[config.mk]
export PLATFORM = sky130hd
export DESIGN_NAME = flash_cmd_decoder
export DESIGN_NICKNAME = d
export VERILOG_FILES = /design/src/rtl/fcsd_pkg.sv /design/src/rtl/fcsd_match.sv /design/src/rtl/fcsd_seq.sv /design/src/rtl/fcsd_issue.sv /design/src/rtl/flash_cmd_decoder.sv
export SDC_FILE = /design/constraint.sdc
export NUM_CORES = 1
export LEC_CHECK = 0
export BUFFER_PORTS_ARGS = -buffer_cell sky130_fd_sc_hd__buf_4
export CAP_MARGIN = 20
export CORE_ASPECT_RATIO = 1.4
export CORE_MARGIN = 3
export CORE_UTILIZATION = 49
export CTS_CLUSTER_DIAMETER = 60
export DETAILED_ROUTE_END_ITERATION = 10
export MAX_ROUTING_LAYER = met4
export PLACE_DENSITY = 0.75
export SKIP_CTS_REPAIR_TIMING = 1
export SYNTH_ARGS = -nofsm -noshare
export SYNTH_HDL_FRONTEND = slang
export SYNTH_HIERARCHICAL = 1
export SYNTH_SLANG_ARGS = --single-unit
[constraint.sdc]
create_clock -name clk -period 2.6 [get_ports clk]
set_clock_uncertainty 0.2 [all_clocks]
set_input_delay 0.39 -clock clk [delete_from_list [all_inputs] [get_ports clk]]
set_output_delay 0.39 -clock clk [all_outputs]
set_load 0.01 [all_outputs]
[src/rtl/fcsd_pkg.sv]
package fcsd_pkg;

  localparam int NUM_CMD = 6;

  localparam logic [7:0] CODE_KEY1   = 8'hAA;
  localparam logic [7:0] CODE_KEY2   = 8'h55;
  localparam logic [7:0] CODE_PROG   = 8'hA0;
  localparam logic [7:0] CODE_ERASE  = 8'h80;
  localparam logic [7:0] CODE_IDIN   = 8'h90;
  localparam logic [7:0] CODE_IDOUT  = 8'hF0;
  localparam logic [7:0] CODE_CHIP   = 8'h10;
  localparam logic [7:0] CODE_SECTOR = 8'h30;
  localparam logic [7:0] CODE_LOCK   = 8'h40;

  typedef enum logic [2:0] {
    ST_IDLE,
    ST_KEY1,
    ST_KEY2,
    ST_PROG,
    ST_ERS3,
    ST_ERS4,
    ST_ERS5
  } seq_state_t;

  // Encoded command; value k (1..NUM_CMD) drives pulse bit k-1.
  typedef enum logic [2:0] {
    CK_NONE     = 3'd0,
    CK_ID_EXIT  = 3'd1,
    CK_ID_ENTER = 3'd2,
    CK_LOCK     = 3'd3,
    CK_SECTOR   = 3'd4,
    CK_CHIP     = 3'd5,
    CK_PROGRAM  = 3'd6
  } cmd_kind_t;

  typedef struct packed {
    logic at_a;
    logic at_b;
    logic d_key1;
    logic d_key2;
    logic d_prog;
    logic d_erase;
    logic d_idin;
    logic d_idout;
    logic d_chip;
    logic d_sector;
    logic d_lock;
  } match_t;

endpackage

[src/rtl/fcsd_match.sv]
module fcsd_match
  import fcsd_pkg::*;
#(
  parameter int              ADDR_W = 16,
  parameter int              DATA_W = 8,
  parameter logic [ADDR_W-1:0] KEY_ADDR_A = 16'h5555,
  parameter logic [ADDR_W-1:0] KEY_ADDR_B = 16'h2AAA
) (
  input  logic [ADDR_W-1:0] addr,
  input  logic [DATA_W-1:0] data,
  output match_t            m
);

  localparam int CODE_W = 8;
  logic [CODE_W-1:0] code;

  assign code = data[CODE_W-1:0];

  always_comb begin
    m          = '0;
    m.at_a     = (addr == KEY_ADDR_A);
    m.at_b     = (addr == KEY_ADDR_B);
    m.d_key1   = (code == CODE_KEY1);
    m.d_key2   = (code == CODE_KEY2);
    m.d_prog   = (code == CODE_PROG);
    m.d_erase  = (code == CODE_ERASE);
    m.d_idin   = (code == CODE_IDIN);
    m.d_idout  = (code == CODE_IDOUT);
    m.d_chip   = (code == CODE_CHIP);
    m.d_sector = (code == CODE_SECTOR);
    m.d_lock   = (code == CODE_LOCK);
  end

endmodule

[src/rtl/fcsd_seq.sv]
module fcsd_seq
  import fcsd_pkg::*;
(
  input  logic      clk,
  input  logic      rst_n,
  input  logic      accept,
  input  match_t    m,
  output cmd_kind_t kind
);

  seq_state_t state_q, state_d;

  always_comb begin
    state_d = state_q;
    kind    = CK_NONE;
    if (accept) begin
      state_d = ST_IDLE;
      unique case (state_q)
        ST_IDLE: begin
          if (m.d_idout)              kind    = CK_ID_EXIT;
          else if (m.at_a && m.d_key1) state_d = ST_KEY1;
        end
        ST_KEY1: begin
          if (m.at_b && m.d_key2) state_d = ST_KEY2;
        end
        ST_KEY2: begin
          if (m.at_a) begin
            if (m.d_prog)       state_d = ST_PROG;
            else if (m.d_erase) state_d = ST_ERS3;
            else if (m.d_idin)  kind    = CK_ID_ENTER;
            else if (m.d_idout) kind    = CK_ID_EXIT;
          end
        end
        ST_PROG: begin
          kind = CK_PROGRAM;
        end
        ST_ERS3: begin
          if (m.at_a && m.d_key1) state_d = ST_ERS4;
        end
        ST_ERS4: begin
          if (m.at_b && m.d_key2) state_d = ST_ERS5;
        end
        ST_ERS5: begin
          if (m.at_a && m.d_chip)      kind = CK_CHIP;
          else if (m.at_a && m.d_lock) kind = CK_LOCK;
          else if (m.d_sector)         kind = CK_SECTOR;
        end
        default: state_d = ST_IDLE;
      endcase
    end
  end

  always_ff @(posedge clk or negedge rst_n) begin
    if (!rst_n) state_q <= ST_IDLE;
    else        state_q <= state_d;
  end

endmodule

[src/rtl/fcsd_issue.sv]
module fcsd_issue
  import fcsd_pkg::*;
#(
  parameter int ADDR_W = 16,
  parameter int DATA_W = 8
) (
  input  logic               clk,
  input  logic               rst_n,
  input  cmd_kind_t          kind,
  input  logic [ADDR_W-1:0]  addr,
  input  logic [DATA_W-1:0]  data,
  output logic [NUM_CMD-1:0] pulse,
  output logic [ADDR_W-1:0]  addr_q,
  output logic [DATA_W-1:0]  data_q
);

  for (genvar g = 0; g < NUM_CMD; g++) begin : g_pulse
    always_ff @(posedge clk or negedge rst_n) begin
      if (!rst_n) pulse[g] <= 1'b0;
      else        pulse[g] <= (kind == cmd_kind_t'(g + 1));
    end
  end

  always_ff @(posedge clk or negedge rst_n) begin
    if (!rst_n) begin
      addr_q <= '0;
      data_q <= '0;
    end else if (kind != CK_NONE) begin
      addr_q <= addr;
      data_q <= data;
    end
  end

endmodule

[src/rtl/flash_cmd_decoder.sv]
module flash_cmd_decoder
  import fcsd_pkg::*;
#(
  parameter int                ADDR_W     = 16,
  parameter int                DATA_W     = 8,
  parameter logic [ADDR_W-1:0] KEY_ADDR_A = 16'h5555,
  parameter logic [ADDR_W-1:0] KEY_ADDR_B = 16'h2AAA
) (
  input  logic              clk,
  input  logic              rst_n,
  input  logic              wr_valid,
  input  logic [ADDR_W-1:0] wr_addr,
  input  logic [DATA_W-1:0] wr_data,
  input  logic              busy,
  output logic              cmd_program,
  output logic              cmd_chip_erase,
  output logic              cmd_sector_erase,
  output logic              cmd_lock_enable,
  output logic              cmd_id_enter,
  output logic              cmd_id_exit,
  output logic [ADDR_W-1:0] cmd_addr,
  output logic [DATA_W-1:0] cmd_data
);

  logic               accept;
  match_t             m;
  cmd_kind_t          kind;
  logic [NUM_CMD-1:0] pulse;

  assign accept = wr_valid & ~busy;

  fcsd_match #(
    .ADDR_W(ADDR_W), .DATA_W(DATA_W),
    .KEY_ADDR_A(KEY_ADDR_A), .KEY_ADDR_B(KEY_ADDR_B)
  ) u_match (
    .addr(wr_addr),
    .data(wr_data),
    .m   (m)
  );

  fcsd_seq u_seq (
    .clk   (clk),
    .rst_n (rst_n),
    .accept(accept),
    .m     (m),
    .kind  (kind)
  );

  fcsd_issue #(.ADDR_W(ADDR_W), .DATA_W(DATA_W)) u_issue (
    .clk   (clk),
    .rst_n (rst_n),
    .kind  (kind),
    .addr  (wr_addr),
    .data  (wr_data),
    .pulse (pulse),
    .addr_q(cmd_addr),
    .data_q(cmd_data)
  );

  assign cmd_id_exit      = pulse[int'(CK_ID_EXIT)  - 1];
  assign cmd_id_enter     = pulse[int'(CK_ID_ENTER) - 1];
  assign cmd_lock_enable  = pulse[int'(CK_LOCK)     - 1];
  assign cmd_sector_erase = pulse[int'(CK_SECTOR)   - 1];
  assign cmd_chip_erase   = pulse[int'(CK_CHIP)     - 1];
  assign cmd_program      = pulse[int'(CK_PROGRAM)  - 1];

endmodule

==> results of run 1 <==
[where the power goes]
part,total (mW),internal [mW],switching [mW],leakage [nW]
sequential,0.527,0.522,0.00493,0.459
combinational,0.130,0.0728,0.0568,0.823
clock,0.368,0.185,0.182,0.0450
[layer usage]
| metal | vias to the layer above | track usage, % |
|---|---|---|
| met5 | - | - |
| li1 | 697 | - |
| met2 | 45 | 40.00 |
| met4 | 0 | 12.43 |
| met3 | 12 | 6.102 |
| met1 | 725 | 20.94 |
[Yosys cell counts, drive strengths merged (2+ instances only)]
| master | count |
|---|---|
| dfrtp | 33 |
| and4bb | 3 |
| and3b | 3 |
| nand4b | 4 |
| nand3b | 2 |
| or4bb | 4 |
| nor3 | 4 |
| or4b | 2 |
| nand3 | 2 |
| nor3b | 4 |
| inv | 2 |
| o21ai | 4 |
| a21boi | 2 |
| nor4 | 8 |
| nand2b | 4 |
| or4 | 2 |
| nor2 | 2 |
| a21oi | 3 |
| mux2 | 24 |
| nand2 | 5 |
| buf | 6 |
[cell families (layout without fill, tap and decap cells)]
kind of cell	after synthesis	count (layout)	synth area share [%]
and+or+nand+nor	53	53	24.52
DFF	33	33	49.03
AOI/OAI and AO/OA	16	16	6.538
muxes	24	24	16.05
buffers and inverters	8	103	3.863
[cell type report]
cell class,count,area (sq um)
Sequential cell,33,825.8
Inverter,2,7.507
Clock buffer,6,72.57
Clock inverter,2,10.01
Fill cell,191,585.6
Tap cell,39,48.80
Multi-Input combinational cell,93,905.9
Timing Repair Buffer,93,757.0
[path summary, 6_finish.rpt]
check	start	end	cells past startpoint
max	wr_addr[3]	u_issue/data_q[4]$_DFFE_PN0P_	11
min	wr_addr[13]	u_issue/addr_q[13]$_DFFE_PN0P_	2
max reg2reg	u_seq/state_q[2]$_DFFE_PN0P_	u_issue/addr_q[9]$_DFFE_PN0P_	8
min reg2reg	u_issue/data_q[6]$_DFFE_PN0P_	u_issue/data_q[6]$_DFFE_PN0P_	1
max in group asynchronous	rst_n	u_seq/state_q[2]$_DFFE_PN0P_	2
min in group asynchronous	rst_n	u_issue/addr_q[11]$_DFFE_PN0P_	2
[registers in the layout, indices dropped and copies added, names as in the netlist]
register	cells
u_issue/addr_q	16
u_issue/pulse	6
u_issue/data_q	8
u_seq/state_q	3
[through the flow]
| stage | setup slack (ns) | hold WS (ns) | utilization, % | instance area (sq um) |
|---|---|---|---|---|
| 2_1_floorplan | -0.2527 | -0.1056 | - | 1760 |
| 6_report | -0.1657 | 0.1334 | 81.78 | 2628 |
| 3_3_place_gp | -0.4061 | 0.1427 | 75.23 | 2417 |
| 3_5_place_dp | -0.4836 | 0.1509 | 75.23 | 2417 |
| 5_1_grt | -0.2386 | 0.1286 | 81.78 | 2628 |
| 4_1_cts | -0.1677 | -0.1594 | 77.80 | 2500 |
==> run_results.csv, run 1 <==
group,metric,value,unit
critical_path,setup.worst_path.end_class,"flip-flop",
detailed_routing,route.detailed.drc,0,
global_routing,groute.usage.overall,21.92,%
sta,final_critical_path_setup_slack,-0.1657,ns
clocking,cts_buffer_depth,2,
die,fp.dieW,55.55,microns
clocking,clkTransAtPathRegs,0.07,ns
global_routing,number_of_antenna_violations_at_the_first_check_in_global_routing,0,
critical_path,critical_path.n_buffers_inverters,4,
sta,final-max-slew-violation-count,0,
detailed_routing,wl_met2,2.536,mm
finish,stdcell_count,268,
die,boundary_pin_count,58,
die,fp.coreArea,0.003213,sq mm
sta,finalSetupViolCount,24,
logic_synthesis,yosysWarnings,6,
detailed_routing,postRouteAntennaNets,0,
sta,timing_worst_slew_pin_value,0.4994,ns
detailed_routing,routed_wirelength,4.504,mm
die,die_y,75.37,microns
placement,place_congestion,0.8664,
detailed_routing,vias,1479,
die,initial_core_util,52.41,%
critical_path,r2r_setup_slack,0.35,ns
logic_synthesis,synth_area_leaders,"dfrtp_1 (49%), mux2_2 (15%), nor4_1 (3.0%)",
logic_synthesis,postSynthAreaPerCell,12.57,sq um
clocking,clock_sinks,33,
logic_synthesis,synth_enable_flop_cells,0,
clocking,cts_tree,"done",
sta,grt_setup_unrepaired,"yes",
logic_synthesis,ys.flop_type,"dfrtp_1",
critical_path,timing_worst_setup_path_type,"primary input to flip-flop",
die,num_rows,24,
sta,min_period,2.766,ns
sta,worst_slew_margin_rel,66.40,%
logic_synthesis,async_flop_share,100.0,%
pwr,leakagePower,1.327,nW
clocking,numCtsBuffers,5,
detailed_routing,route.detailed.wl_per_inst,16.81,microns
pwr,max-vdd-ir-drop,405.9,uV
logic_synthesis,synthCells,134,
detailed_routing,route.layer.met1.wl,1.653,mm
sta,post-route-period-util,106.4,%
critical_path,cp_max_fo,6,
detailed_routing,vias_per_cell,5.519,
logic_synthesis,synth_sequential_area_ratio,49.03,%
logic_synthesis,synth.cell_area,0.001684,sq mm
clocking,clock_tree.htree_level_count,2,
logic_synthesis,synth.distinct_cells,39,
finish,drive_above_1_share,62.88,%
sta,max_clock_freq,361.6,MHz
placement,port_buffers,57,
finish,layout.nets,256,
die,fp.dieArea,0.004186,sq mm
clocking,cts_root_buffer,"clkbuf_8",
sta,setup_total_negative_slack,-3.173,ns
finish,final_common_cell,"buf_4",
global_routing,wire_length_of_the_first_global_routing_pass,6.789,mm
pwr,total_power,1.024,mW
placement,place.detailed.instances,254,
finish,antennaDiodeCount,0,
detailed_routing,detailedRoute.firstPassIterationCount,4,
global_routing,grt_max_degree,34,
logic_synthesis,synth_largest_area_cell,"dfrtp_1",
logic_synthesis,synth_nets,162,
flow_run,drv.max_cap_violation_count,0,
detailed_routing,max_layer_used,"met4",
critical_path,path_common_cell,"buf_6",
run_status,status,"finished with violations",
critical_path,required,2.57,ns
finish,layout-area-overhead-vs-synth,56.02,%
placement,detailed_place_hpwl,3.345,mm
critical_path,worstPathCellList,"buf_6, or4b_4, nor4_4, buf_4, and4bb_4, nand4b_1, a21oi_2, nor3_4, buf_6, clkbuf_16, mux2_4",
global_routing,vias_in_the_first_global_route,1531,
logic_synthesis,yosys.area.top_type_share,49.03,%
critical_path,worstSetupStartpointType,"primary input",
finish,mostFrequentLayoutCells,"buf_4 (84), dfrtp_1 (33), mux2_2 (21)",
detailed_routing,detail_route.iter0.violations,27,
critical_path,worst_ep_arrival_time,2.74,ns
detailed_routing,met3RoutedLength,209,microns
critical_path,cp_top_family,"simple AND/OR/NAND/NOR gates",
global_routing,grt_overflow,0,
min_path,hold_class,"primary input to flip-flop",
run_status,failed_checks,"setup timing",
critical_path,cpPeakStageDelay,0.55,ns
critical_path,crit_slowest_cell,"or4b_4",
clocking,worstSkewPairLatency,0.28,ns
logic_synthesis,flip_flop_and_latch_count_after_synthesis,33,
pwr,power_density,389.8,mW/mm^2
sta,report.final.hold_viol_count,0,
(Power assumes the default switching activity.)
==> inputs of run 2 (changes only) <==
--- a/config.mk
+++ b/config.mk
@@ -6,4 +6,5 @@
 export NUM_CORES = 1
 export LEC_CHECK = 0
+export ABC_CLOCK_PERIOD_IN_PS = 2600
 export BUFFER_PORTS_ARGS = -buffer_cell sky130_fd_sc_hd__buf_4
 export CAP_MARGIN = 20
@@ -16,4 +17,5 @@
 export PLACE_DENSITY = 0.75
 export SKIP_CTS_REPAIR_TIMING = 1
+export SLEW_MARGIN = 10
 export SYNTH_ARGS = -nofsm -noshare
 export SYNTH_HDL_FRONTEND = slang
==> constraint.sdc (replaced) <==
create_clock -name clk -period 2.6 [get_ports clk]
set_clock_uncertainty 0.2 [all_clocks]
set_input_delay 0.26 -clock clk [delete_from_list [all_inputs] [get_ports clk]]
set_output_delay 0.26 -clock clk [all_outputs]
set_load 0.01 [all_outputs]
==> run_results.csv, run 2 (same netlist as run 1, synthesis figures left out) <==
group,metric,value,unit
clocking,cts_tree,"done",
critical_path,crit_slowest_cell,"or4bb_1",
pwr,net_switching_fraction_of_the_power,22.11,%
detailed_routing,detailedRoute.firstPassIterationCount,4,
run_status,failed_checks,"setup timing",
clocking,clock_sinks,33,
pwr,power.share.sequential,51.1,%
critical_path,critical_path_cell_count,10,
detailed_routing,detail_route.iter0.violations,33,
global_routing,grt_overflow,0,
finish,final_common_cell,"buf_4",
critical_path,timing_worst_setup_path_type,"primary input to flip-flop",
sta,finalSetupViolCount,2,
clocking,clkTransAtPathRegs,0.06,ns
clocking,clock_tree.htree_level_count,2,
flow_run,drv.max_cap_violation_count,0,
run_status,status,"finished with violations",
critical_path,cp_max_fo,12,
sta,post-route-period-util,100.4,%
sta,final_critical_path_setup_slack,-0.009302,ns
sta,grt_setup_unrepaired,"yes",
finish,layout-area-overhead-vs-synth,53.42,%
clocking,cts_root_buffer,"clkbuf_8",
critical_path,worstPathCellList,"buf_4, or4bb_1, nor4_4, buf_4, and4bb_4, nand3_1, a31oi_4, nor3_4, buf_12, mux2_4",
die,fp.coreArea,0.003213,sq mm
detailed_routing,vias,1488,
die,fp.dieW,55.55,microns
pwr,max-vdd-ir-drop,463.1,uV
finish,layout.nets,256,
finish,drive_above_1_share,61.40,%
placement,detailed_place_hpwl,3.386,mm
finish,layout.filler_cells,189,
critical_path,r2r_setup_slack,0.36,ns
critical_path,critical_path.n_buffers_inverters,3,
die,fp.dieArea,0.004186,sq mm
finish,top_register,"u_issue/addr_q",
sta,final-max-slew-violation-count,0,
critical_path,critPathCapture,"u_issue/data_q[4]$_DFFE_PN0P_",
die,die_y,75.37,microns
global_routing,grt_max_degree,34,
pwr,p_switching,228.1,uW
sta,timing_worst_slew_pin_value,0.4408,ns
die,num_rows,24,
finish,fin_util,80.41,%
detailed_routing,route.detailed.drc,0,
finish,fin_area,0.002584,sq mm
pwr,pwr-share-clk,36.4,%
sta,report.final.hold_viol_count,0,
sta,hold_ws,0.03157,ns
finish,antennaDiodeCount,0,
placement,port_buffers,57,
critical_path,cp_top_family,"simple AND/OR/NAND/NOR gates",
critical_path,r2r-end,"u_issue/data_q[1]$_DFFE_PN0P_",
detailed_routing,route.detailed.wl_per_inst,16.94,microns
critical_path,cpPeakStageDelay,0.57,ns
finish,largest_register_ff_count,16,
sta,min_period,2.609,ns
global_routing,number_of_antenna_violations_at_the_first_check_in_global_routing,0,
pwr,combinationalPowerShare,12.5,%
pwr,leakagePower,1.302,nW
placement,place_congestion,0.8916,
critical_path,worstSetupStartpointType,"primary input",
critical_path,path_common_cell,"buf_4",
global_routing,vias_in_the_first_global_route,1500,
critical_path,worst_ep_arrival_time,2.57,ns
clocking,worstSkewPairLatency,0.27,ns
clocking,numCtsBuffers,5,
finish,top_regs,"u_issue/addr_q: 16 flops, u_issue/data_q: 8 flops, u_issue/pulse: 6 flops",
detailed_routing,postRouteAntennaNets,0,
pwr,power_density,399.3,mW/mm^2
global_routing,wire_length_of_the_first_global_routing_pass,6.713,mm
detailed_routing,vias_per_cell,5.573,
clocking,cts_buffer_depth,2,
die,boundary_pin_count,58,
critical_path,setup.worst_path.end_class,"flip-flop",
critical_path,ff2ff_path_depth,7,
global_routing,groute.usage.overall,21.28,%
detailed_routing,routed_wirelength,4.523,mm
critical_path,required,2.56,ns
die,initial_core_util,52.41,%
sta,worst_slew_margin_rel,70.34,%
placement,dpl_cell_area,0.002410,sq mm
min_path,hold_class,"primary input to flip-flop",
sta,max_clock_freq,383.2,MHz
finish,mostFrequentLayoutCells,"buf_4 (87), dfrtp_1 (33), mux2_2 (22)",
critical_path,reg2reg_from,"u_seq/state_q[2]$_DFFE_PN0P_",
pwr,p_int,803.5,uW
critical_path,timing.critical_path.from,"wr_addr[1]",
run 2: changes by cell type in the layout (fill, tap and decap cells not counted), moves of 2 or more:
cell | previous run | this run
nor3b_2 | 2 | 0
nor3b_1 | 2 | 4
clkinv_2 | 2 | 0
buf_4 | 84 | 87
run 2: power by group through the flow:
stage               Combinational (mW)  Sequential (mW)  Clock, mW
global route                     0.139            0.528      0.409
floorplan                       0.0270            0.540          0
finish                           0.129            0.528      0.375
global placement                 0.120            0.536          0
detailed placement               0.124            0.537          0
CTS                              0.125            0.527      0.385
run 2: per-stage QoR:
stage                     power, mW  setup slack (ns)  cells  setup TNS, ns
after floorplan              0.5670           -0.1227    134         -2.449
after global placement       0.6557           -0.2818    253         -5.918
after detailed placement     0.6611           -0.3637    253         -7.656
after CTS                     1.037          -0.08187    260        -0.8631
after global routing          1.076          -0.06180    267        -0.8299
final                         1.032         -0.009302    267       -0.01283
run 2: final cells by class:
class                   count  area [sq um]  area share, %
flip-flops and latches     33         825.8          31.96
repair buffers             93         728.2          28.18
well taps                  39         48.80          1.889
multi-input cells          93         887.1          34.33
clock buffers               7         86.33          3.341
inverters                   2         7.507         0.2906
run 2: worst reg2reg max path, cell delays in order (launching register included):
cell	delay [ns]
dfrtp_1	0.55
a21boi_0	0.14
o21ai_0	0.19
buf_4	0.16
a21oi_2	0.05
nor3_4	0.30
buf_12	0.18
mux2_2	0.34
run 2: routing by layer:
layer,track usage [%],part of all wire (%)
met1,20.74,36
met4,8.108,1.4
met5,-,0
met3,3.729,4.0
met2,41.97,58
run 2: how the worst min path moves through the flow:
stage / startpoint / end / slack [ns] / cells past startpoint
final: wr_addr[1] / u_issue/addr_q[1]$_DFFE_PN0P_ / 0.03 / 2
after floorplan: rst_n / u_issue/addr_q[0]$_DFFE_PN0P_ / -0.24 / 0
after global placement: rst_n / u_issue/addr_q[13]$_DFFE_PN0P_ / 0.01 / 1
after detailed placement: rst_n / u_issue/addr_q[11]$_DFFE_PN0P_ / 0.02 / 1
after global routing: wr_addr[13] / u_issue/addr_q[13]$_DFFE_PN0P_ / 0.02 / 2
after CTS: rst_n / u_issue/addr_q[11]$_DFFE_PN0P_ / -0.28 / 1
==> inputs of run 3 (changes only) <==
- CORE_ASPECT_RATIO: 1.4 -> 2
- MAX_ROUTING_LAYER: met4 -> default
- SKIP_LAST_GASP: default -> 1
==> run_results.csv, run 3 (same netlist as run 1, synthesis figures left out) <==
group,metric,value,unit
clocking,cts_tree,"done",
sta,worst_slew_margin_rel,67.46,%
sta,min_period,2.667,ns
clocking,clkTransAtPathRegs,0.07,ns
finish,top_regs,"u_issue/addr_q: 16 flops, u_issue/data_q: 8 flops, u_issue/pulse: 6 flops",
detailed_routing,route.detailed.drc,0,
sta,post-route-period-util,102.6,%
finish,largest_register_ff_count,16,
finish,antennaDiodeCount,0,
critical_path,crit_slowest_cell,"or4b_4",
sta,hold_ws,0.02476,ns
finish,top_register,"u_issue/addr_q",
global_routing,grt_max_degree,34,
flow_run,drv.max_cap_violation_count,0,
clocking,cts_buffer_depth,2,
sta,finalSetupViolCount,22,
critical_path,timing.critical_path.from,"wr_addr[11]",
sta,max_clock_freq,374.9,MHz
detailed_routing,detail_route.iter0.violations,43,
sta,final-max-slew-violation-count,0,
global_routing,wire_length_of_the_first_global_routing_pass,7.182,mm
pwr,leakagePower,1.293,nW
global_routing,groute.usage.overall,24.40,%
die,num_rows,29,
sta,timing_worst_slew_pin_value,0.4829,ns
sta,grt_setup_unrepaired,"yes",
critical_path,worstSetupStartpointType,"primary input",
min_path,min_delay_worst_endpoint,"u_issue/addr_q[13]$_DFFE_PN0P_",
finish,drive_above_1_share,61.95,%
clocking,cts_root_buffer,"clkbuf_8",
pwr,total_power,1.050,mW
clocking,numCtsBuffers,5,
critical_path,ff2ff_path_depth,7,
global_routing,grt_overflow,0,
detailed_routing,detailedRoute.firstPassIterationCount,4,
critical_path,worstPathCellList,"buf_6, or4b_4, nor4_4, and4bb_4, nand4b_1, a21oi_2, buf_6, nor3_4, buf_12, mux2_1",
critical_path,required,2.57,ns
run_status,failed_checks,"setup timing",
clocking,worstSkewPairLatency,0.29,ns
critical_path,timing_worst_setup_path_type,"primary input to flip-flop",
critical_path,path_common_cell,"buf_6",
die,boundary_pin_count,58,
detailed_routing,vias_per_cell,6.016,
global_routing,number_of_antenna_violations_at_the_first_check_in_global_routing,0,
die,fp.dieW,47.46,microns
critical_path,cpPeakStageDelay,0.56,ns
sta,setup_total_negative_slack,-0.5016,ns
critical_path,r2r-end,"u_issue/addr_q[0]$_DFFE_PN0P_",
pwr,max-vdd-ir-drop,491.9,uV
detailed_routing,postRouteAntennaNets,0,
critical_path,setup.worst_path.end_class,"flip-flop",
finish,mostFrequentLayoutCells,"buf_4 (83), dfrtp_1 (33), mux2_2 (22)",
placement,place.detailed.instances,240,
detailed_routing,routed_wirelength,4.959,mm
critical_path,worst_ep_arrival_time,2.64,ns
die,fp.dieArea,0.004219,sq mm
min_path,hp-start,"wr_addr[13]",
finish,layout-area-overhead-vs-synth,53.42,%
die,initial_core_util,52.15,%
critical_path,r2r_setup_slack,0.17,ns
clocking,clock_tree.htree_level_count,2,
placement,place_congestion,0.8479,
min_path,hold_class,"primary input to flip-flop",
clocking,clock_sinks,33,
die,fp.coreArea,0.003229,sq mm
min_path,hold_path_depth,2,
global_routing,vias_in_the_first_global_route,1525,
sta,final_critical_path_setup_slack,-0.06748,ns
run_status,status,"finished with violations",
finish,final_common_cell,"buf_4",
placement,port_buffers,57,
pwr,power_density,406.2,mW/mm^2
finish,stdcell_count,257,
placement,detailed_place_hpwl,3.594,mm
critical_path,cp_max_fo,12,
die,die_y,88.91,microns
detailed_routing,route.detailed.wl_per_inst,19.30,microns
critical_path,reg2reg_from,"u_seq/state_q[2]$_DFFE_PN0P_",
sta,report.final.hold_viol_count,0,
detailed_routing,vias,1546,
finish,layout.nets,254,
run 3: changes by cell type in the layout (fill, tap and decap cells not counted), sizes merged:
cell	previous run	this run
nor3	4	5
buf	92	89
run 3: per-layer routing:
layer  wire length [microns]  track usage [%]  part of all wire (%)
met5                       0                0                     0
met2                    2977            45.72                    60
met4                     147            9.572                   3.0
met1                    1589            24.21                    32
met3                     245            4.839                   4.9
run 3: final cells by class:
cell class	instances	area (sq um)
Multi-Input combinational cell	94	915.9
Tap cell	31	38.79
Clock buffer	7	86.33
Fill cell	202	645.6
Timing Repair Buffer	90	709.4
Inverter	2	7.507
Sequential cell	33	825.8
run 3: worst max-delay path by stage:
stage | end | depth (start not counted)
floorplan | u_issue/addr_q[0]$_DFFE_PN0P_ | 9
global placement | u_issue/data_q[4]$_DFFE_PN0P_ | 9
CTS | u_issue/data_q[4]$_DFFE_PN0P_ | 9
global route | u_issue/addr_q[0]$_DFFE_PN0P_ | 9
detailed placement | u_issue/data_q[4]$_DFFE_PN0P_ | 9
finish | u_issue/data_q[4]$_DFFE_PN0P_ | 10
run 3: worst max-delay path, delay by kind of cell:
| family | cells | cell delay [ns] |
|---|---|---|
| AOI/OAI and AO/OA | 1 | 0.19 |
| buffers and inverters | 3 | 0.39 |
| and+or+nand+nor | 5 | 1.48 |
| muxes | 1 | 0.32 |
run 3: metrics by stage:
stage | utilization [%] | instance area, sq um | worst slack [ns]
floorplan | - | 1760 | -0.1227
global placement | 73.15 | 2362 | -0.2983
detailed placement | 73.15 | 2362 | -0.3686
CTS | 75.82 | 2449 | -0.07208
global route | 80.01 | 2584 | -0.1438
finish | 80.01 | 2584 | -0.06748
run 3: power breakdown:
part	switching (mW)	leakage [nW]	internal (mW)	total [mW]
sequential	0.00504	0.459	0.522	0.527
clock	0.184	0.0443	0.210	0.394
combinational	0.0598	0.789	0.0690	0.129
